===== config.mk =====
export PLATFORM = sky130hd
export DESIGN_NAME = egr_shim_parser
export DESIGN_NICKNAME = d
export VERILOG_FILES = /design/src/rtl/egr_shim_pkg.sv /design/src/rtl/egr_hdr_words.sv /design/src/rtl/egr_shim_store.sv /design/src/rtl/egr_shim_parser.sv
export SDC_FILE = /design/constraint.sdc
export NUM_CORES = 1
export LEC_CHECK = 0
export BUFFER_PORTS_ARGS = -buffer_cell sky130_fd_sc_hd__buf_4
export CAP_MARGIN = 10
export CORE_MARGIN = 4
export CORE_UTILIZATION = 40
export DETAILED_ROUTE_END_ITERATION = 10
export PLACE_DENSITY = 0.67
export SLEW_MARGIN = 40
export SYNTH_ARGS = -nofsm -noshare
export SYNTH_HDL_FRONTEND = slang
export SYNTH_SLANG_ARGS = --single-unit

===== constraint.sdc =====
create_clock -name clk -period 7.1 [get_ports clk]
set_input_delay 0.355 -clock clk [delete_from_list [all_inputs] [get_ports clk]]
set_output_delay 0.355 -clock clk [all_outputs]
set_load 0.02 [all_outputs]

===== src/rtl/egr_shim_pkg.sv =====
package egr_shim_pkg;

    // Byte positions fixed by the frame layout
    localparam int HDR_FIXED   = 26;
    localparam int WORD_BASE   = 12;
    localparam int NUM_WORDS   = 7;
    localparam int SIZE_W      = 6;
    localparam int SHIM_BYTES  = (1 << SIZE_W) - 1;
    localparam int MAX_IDX     = HDR_FIXED + SHIM_BYTES;
    localparam int IDX_W       = $clog2(MAX_IDX + 1);
    localparam int OFF_W       = 8;

    localparam logic [15:0] TAG_TPID = 16'h8100;

    // Word slots inside the captured header window
    localparam int W_TPID = 0;
    localparam int W_TCI  = 1;
    localparam int W_ETY  = 2;
    localparam int W_TXMI = 3;
    localparam int W_ENG  = 4;
    localparam int W_LEN  = 5;
    localparam int W_FLG  = 6;

    localparam int IDX_TAG_LO = WORD_BASE + 2 * W_TPID + 1;
    localparam int IDX_ETY_LO = WORD_BASE + 2 * W_ETY + 1;
    localparam int IDX_FLG_LO = WORD_BASE + 2 * W_FLG + 1;

    typedef enum logic [1:0] {
        SHIM_NONE    = 2'b00,
        SHIM_NH_ADDR = 2'b01,
        SHIM_MAC     = 2'b10,
        SHIM_ENGINE  = 2'b11
    } shim_kind_e;

    typedef enum logic [1:0] {
        DROP_NONE   = 2'd0,
        DROP_TAG    = 2'd1,
        DROP_ETYPE  = 2'd2,
        DROP_ENGINE = 2'd3
    } drop_why_e;

    typedef struct packed {
        shim_kind_e          kind;
        logic [SIZE_W-1:0]   size;
    } shim_flags_t;

    function automatic shim_flags_t decode_flags(input logic [15:0] w);
        shim_flags_t f;
        f.kind = shim_kind_e'(w[15:14]);
        f.size = w[SIZE_W-1:0];
        return f;
    endfunction

endpackage


===== src/rtl/egr_hdr_words.sv =====
module egr_hdr_words
    import egr_shim_pkg::*;
(
    input  logic                        clk,
    input  logic                        rst,
    input  logic                        take,
    input  logic [IDX_W-1:0]            idx,
    input  logic [7:0]                  din,
    output logic [NUM_WORDS-1:0][15:0]  word_q
);

    for (genvar w = 0; w < NUM_WORDS; w++) begin : g_word
        localparam logic [IDX_W-1:0] HI_IDX = IDX_W'(WORD_BASE + 2 * w);
        localparam logic [IDX_W-1:0] LO_IDX = IDX_W'(WORD_BASE + 2 * w + 1);
        logic [15:0] w_q;

        always_ff @(posedge clk) begin
            if (rst) begin
                w_q <= '0;
            end else if (take) begin
                if (idx == HI_IDX) w_q[15:8] <= din;
                if (idx == LO_IDX) w_q[7:0]  <= din;
            end
        end

        assign word_q[w] = w_q;
    end

endmodule


===== src/rtl/egr_shim_store.sv =====
module egr_shim_store
    import egr_shim_pkg::*;
#(
    parameter int NBYTES = SHIM_BYTES
) (
    input  logic                  clk,
    input  logic                  rst,
    input  logic                  clear,
    input  logic                  take,
    input  logic [IDX_W-1:0]      idx,
    input  logic [7:0]            din,
    output logic [NBYTES*8-1:0]   shim_q
);

    for (genvar j = 0; j < NBYTES; j++) begin : g_byte
        localparam logic [IDX_W-1:0] MY_IDX = IDX_W'(HDR_FIXED + j);
        logic [7:0] b_q;

        always_ff @(posedge clk) begin
            if (rst || clear) begin
                b_q <= '0;
            end else if (take && idx == MY_IDX) begin
                b_q <= din;
            end
        end

        assign shim_q[NBYTES*8-1-8*j -: 8] = b_q;
    end

endmodule


===== src/rtl/egr_shim_parser.sv =====
module egr_shim_parser
    import egr_shim_pkg::*;
#(
    parameter logic [15:0] SUBST_ETYPE = 16'h88B6,
    parameter int          DROP_CNT_W  = 16
) (
    input  logic                     clk,
    input  logic                     rst,
    input  logic                     in_vld,
    input  logic                     in_sof,
    input  logic [7:0]               in_byte,
    output logic                     hdr_done,
    output logic [31:0]              lkup_key,
    output logic [1:0]               shim_kind,
    output logic [SIZE_W-1:0]        shim_size,
    output logic [OFF_W-1:0]         meta_off,
    output logic [15:0]              meta_len,
    output logic [15:0]              src_engine,
    output logic                     shim_vld,
    output logic [SHIM_BYTES*8-1:0]  shim_data,
    output logic                     drop_pulse,
    output logic [1:0]               drop_cause,
    output logic [DROP_CNT_W-1:0]    drop_count
);

    localparam logic [IDX_W-1:0] TAG_LAST = IDX_W'(IDX_TAG_LO);
    localparam logic [IDX_W-1:0] ETY_LAST = IDX_W'(IDX_ETY_LO);
    localparam logic [IDX_W-1:0] FLG_LAST = IDX_W'(IDX_FLG_LO);

    // Frame position tracking
    logic                 active_q;
    logic [IDX_W-1:0]     pos_q;
    logic                 take;
    logic [IDX_W-1:0]     idx;

    assign take = in_vld && (in_sof || active_q);
    assign idx  = in_sof ? '0 : pos_q;

    // Captured header words
    logic [NUM_WORDS-1:0][15:0] word_q;

    egr_hdr_words u_words (
        .clk    (clk),
        .rst    (rst),
        .take   (take),
        .idx    (idx),
        .din    (in_byte),
        .word_q (word_q)
    );

    egr_shim_store #(.NBYTES(SHIM_BYTES)) u_shim (
        .clk    (clk),
        .rst    (rst),
        .clear  (take && in_sof),
        .take   (take),
        .idx    (idx),
        .din    (in_byte),
        .shim_q (shim_data)
    );

    // Checks against the word completing this cycle
    logic [15:0]  tag_now, ety_now, flg_now;
    shim_flags_t  flags_now, flags_reg, flags_sel;
    logic         at_flags, tag_bad, ety_bad, eng_bad, drop_hit, end_hit;
    drop_why_e    why_now;

    assign tag_now   = {word_q[W_TPID][15:8], in_byte};
    assign ety_now   = {word_q[W_ETY][15:8],  in_byte};
    assign flg_now   = {word_q[W_FLG][15:8],  in_byte};
    assign flags_now = decode_flags(flg_now);
    assign flags_reg = decode_flags(word_q[W_FLG]);

    assign at_flags  = take && idx == FLG_LAST;
    assign flags_sel = at_flags ? flags_now : flags_reg;

    assign tag_bad   = take && idx == TAG_LAST && tag_now != TAG_TPID;
    assign ety_bad   = take && idx == ETY_LAST && ety_now != SUBST_ETYPE;
    assign eng_bad   = at_flags && flags_now.kind == SHIM_ENGINE;
    assign drop_hit  = tag_bad || ety_bad || eng_bad;

    assign end_hit   = (at_flags && flags_now.kind != SHIM_ENGINE && flags_now.size == '0)
                    || (take && idx > FLG_LAST
                        && idx == FLG_LAST + IDX_W'(flags_reg.size));

    always_comb begin
        why_now = DROP_NONE;
        if (tag_bad)      why_now = DROP_TAG;
        else if (ety_bad) why_now = DROP_ETYPE;
        else if (eng_bad) why_now = DROP_ENGINE;
    end

    always_ff @(posedge clk) begin
        if (rst) begin
            active_q <= 1'b0;
            pos_q    <= '0;
        end else if (take) begin
            pos_q    <= idx + 1'b1;
            active_q <= !(end_hit || drop_hit);
        end
    end

    // Result registers
    always_ff @(posedge clk) begin
        if (rst) begin
            hdr_done   <= 1'b0;
            shim_vld   <= 1'b0;
            drop_pulse <= 1'b0;
            drop_cause <= DROP_NONE;
            drop_count <= '0;
            lkup_key   <= '0;
            shim_kind  <= SHIM_NONE;
            shim_size  <= '0;
            meta_off   <= '0;
            meta_len   <= '0;
            src_engine <= '0;
        end else begin
            hdr_done   <= end_hit;
            shim_vld   <= end_hit && flags_sel.size != '0;
            drop_pulse <= drop_hit;
            if (end_hit) begin
                lkup_key   <= {word_q[W_TCI], word_q[W_TXMI]};
                shim_kind  <= flags_sel.kind;
                shim_size  <= flags_sel.size;
                meta_off   <= OFF_W'(HDR_FIXED) + OFF_W'(flags_sel.size);
                meta_len   <= word_q[W_LEN];
                src_engine <= word_q[W_ENG];
            end
            if (drop_hit) begin
                drop_cause <= why_now;
                if (drop_count != '1) drop_count <= drop_count + 1'b1;
            end
        end
    end


    one_outcome_chk: assert property (@(posedge clk) disable iff (rst)
        !(hdr_done && drop_pulse));


    no_engine_done_chk: assert property (@(posedge clk) disable iff (rst)
        hdr_done |-> shim_kind != SHIM_ENGINE);


    shim_vld_chk: assert property (@(posedge clk) disable iff (rst)
        shim_vld |-> (hdr_done && shim_size != '0));


    single_done_chk: assert property (@(posedge clk) disable iff (rst)
        hdr_done |=> !hdr_done);


    drop_cnt_step_chk: assert property (@(posedge clk) disable iff (rst)
        drop_pulse |-> (drop_count == $past(drop_count) + 1'b1
                        || ($past(drop_count) == '1 && drop_count == '1)));


    drop_cnt_hold_chk: assert property (@(posedge clk) disable iff (rst)
        !drop_pulse |-> $stable(drop_count));


    drop_cause_chk: assert property (@(posedge clk) disable iff (rst)
        drop_pulse |-> drop_cause != DROP_NONE);

endmodule


==> results.cfg <==
[cts]
clock_latency_ps = 600
numCtsBuffers = 74
cts_setup_buffers = 0
cts_resized = 0
clockBufferDepth = 3
cts_hold_buf = 0
cts.sinks = 699
worst_setup_hold_path_clk_slew_ps = 60
cts_max_level = 3
cts_tree = done
root_buffer = clkbuf_16

[die]
core-area_mm2 = 0.0648
die_area_mm2 = 0.0699
rows = 93
initial_utilization = 0.406
io_pins = 617
die_h_um = 264
die_x_um = 264

[layout]
fillerInstances = 6029
most-common-layout-cells = dfxtp_1 (699), buf_4 (651), a21oi_1 (449)
synthToLayoutAreaGrowth_pct = 29.1
layout_commonest_cell = dfxtp_1
design_area_mm2 = 0.0340
num-nets-final = 3534
drive_above_1_share = 0.231

[timing]
slew_viol_final = 0
rsz0062_at_grt = no
setup_violations = 0
relSlewSlack = 0.434
max_freq_mhz = 285
period_needed_ps = 3510
final.setup_skew_ps = 20.2
tightest_slew_ps = 849
fin_tns_setup_ps = 0
fin_crit_sh = 0.494
hold_viol = 0

[detailed_routing]
wl_um = 93600
drc = 0
viasPerCell = 5.43
firstDrtPassIters = 5
avgRoutedWirePerCell_um = 21.2
ant_nets = 0
dr_total_vias = 24000
drtIter0Drc = 2217

[yosys]
syn_nets = 3074
async_reset_ff_frac = 0
synth.distinct_cells = 62
synth.largest_area_cell = dfxtp_1
netlist_area_mm2 = 0.0263
ys.flop_type = dfxtp_1
seq_area_frac_synth = 0.532
synth_edf_count = 0
yosys_warnings = 0
syn_avg_cell_area_um2 = 8.61
synth-seq-cells = 699
netlist_instances = 3055
netlist_top_cells_area = dfxtp_1 (53%), mux2i_1 (9.0%), a21oi_1 (8.5%), nand2_1 (5.8%), o21ai_0 (5.8%)
synth.top_cell.area_share = 0.532

[setup_path]
critPathLaunch = pos_q[0]$_SDFFE_PP0P_
crit_fanout = 50
required_ps = 7550
timing.rr.start = pos_q[0]$_SDFFE_PP0P_
end_kind = flop
start_kind = flop
path_cells = nor2b_1 > ha_1 > and4b_1 > and3_1 > nand3_2 > buf_4 > nand3_1 > a21oi_1
crit_type = flop to flop
max_stage_delay_ps = 690
cp_data_arrival_time_ps = 3960
cp_slowest_cell = and3_1

[placed_design]
dp_hpwl_um = 59200
port_buffers = 615
place_area_mm2 = 0.0313
finalWeightedCongestion = 0.842

[grt]
antenna_found_initial = 1
grt_pass1_wl_um = 140000
overflow = 0
grt_pass1_vias = 22200
grt_start_max_net_pins = 146
grt.total_usage = 0.251

[power_and_ir_drop]
power.leakage_nw = 12.7
peakVddDrop_mv = 0.194
power_density_mw_per_mm2 = 244
power_mw = 8.28

[run]
drv_cap = 0

[worst_hold_path]
hold_class = input pin to flop
hold_start = rst

[outcome]
outcome = complete, no violations
layer usage:
metal	vias to the layer above	wire [um]	part of all wire	GRT usage
li1	11400	-	-	-
met1	11500	38200	0.41	0.322
met4	2	3990	0.043	0.105
met5	-	17	0.00018	0
met2	991	43700	0.47	0.407
met3	176	7740	0.083	0.0613
synth_stat cells, drive strengths merged, types with 8 or more instances:
cell and n:
dfxtp 699, a21oi 450, nand2 408, nor2 312, o21ai 306, mux2i 236
clkbuf 230, nand3 218, buf 39, inv 10, nor3 10, nor2b 8
stage by stage:
step | utilization | instances | setup slack, ps | hold slack, ps
after floorplan | - | 3055 | 4280 | 433
after global placement | 0.483 | 4294 | 3590 | 441
after detailed placement | 0.483 | 4294 | 3510 | 445
after CTS | 0.524 | 4424 | 3650 | 126
after global routing | 0.524 | 4424 | 3350 | 156
final | 0.524 | 4425 | 3590 | 174
sequential cells by signal, indices dropped and copies added, names as in the netlist:
name and count:
active_q 1, drop_count 16, u_words.g_word.w_q 88, hdr_done 1, meta_off 6, src_engine 16, drop_pulse 1, u_shim.g_byte.b_q 504
lkup_key 32, shim_size 6, drop_cause 2, meta_len 16, pos_q 7, shim_kind 2, shim_vld 1
worst max-delay path: cells and delay by family (launching register included):
| kind | cells | cell delay (ps) |
|---|---|---|
| AO/OA/AOI/OAI | 1 | 90 |
| adder cells (fa/ha/maj) | 1 | 230 |
| AND/OR/NAND/NOR | 5 | 2050 |
| buffers and inverters | 1 | 530 |
| flip-flops | 1 | 390 |
kinds of logic (layout without fill, tap and decap cells):
| family | Yosys count | count (layout) | synth area share |
|---|---|---|---|
| adder cells (fa/ha/maj) | 7 | 7 | 0.00333 |
| XOR/XNOR | 11 | 11 | 0.00471 |
| AND/OR/NAND/NOR | 1013 | 1013 | 0.167 |
| other | 1 | 2 | 0.000143 |
| AO/OA/AOI/OAI | 806 | 806 | 0.160 |
| buffers and inverters | 280 | 794 | 0.0417 |
| flip-flops | 699 | 699 | 0.532 |
| multiplexers | 238 | 238 | 0.0907 |
final cells by class:
cell class / count / area (um^2) / share of cell area
antenna: 1 / 2.50 / 0.0000737
clock buffer: 99 / 2140 / 0.0630
clock inverter: 31 / 489 / 0.0144
inverter: 11 / 41.3 / 0.00122
multi-input combinational: 2076 / 11300 / 0.333
sequential: 699 / 14000 / 0.412
tap: 855 / 1070 / 0.0315
timing repair buffer: 653 / 4930 / 0.145
final timing paths:
kind	slack [ps]	endpoint	depth (start not counted)
worst max-delay path	3590	src_engine[10]$_SDFFE_PP0P_	8
worst min-delay path	170	u_words.g_word[3].w_q[0]$_SDFFE_PP0P_	2
worst max register to register	3590	src_engine[10]$_SDFFE_PP0P_	8
worst min register to register	450	u_shim.g_byte[6].b_q[3]$_SDFFE_PP0P_	2
power by group:
group | internal, mW | switching (mW) | total (mW) | leakage [nW]
combinational | 0.0248 | 0.186 | 0.211 | 5.83
clock | 2.52 | 1.63 | 4.15 | 1.28
sequential | 3.92 | 0.00190 | 3.92 | 5.63
(Power assumes the default switching activity.)
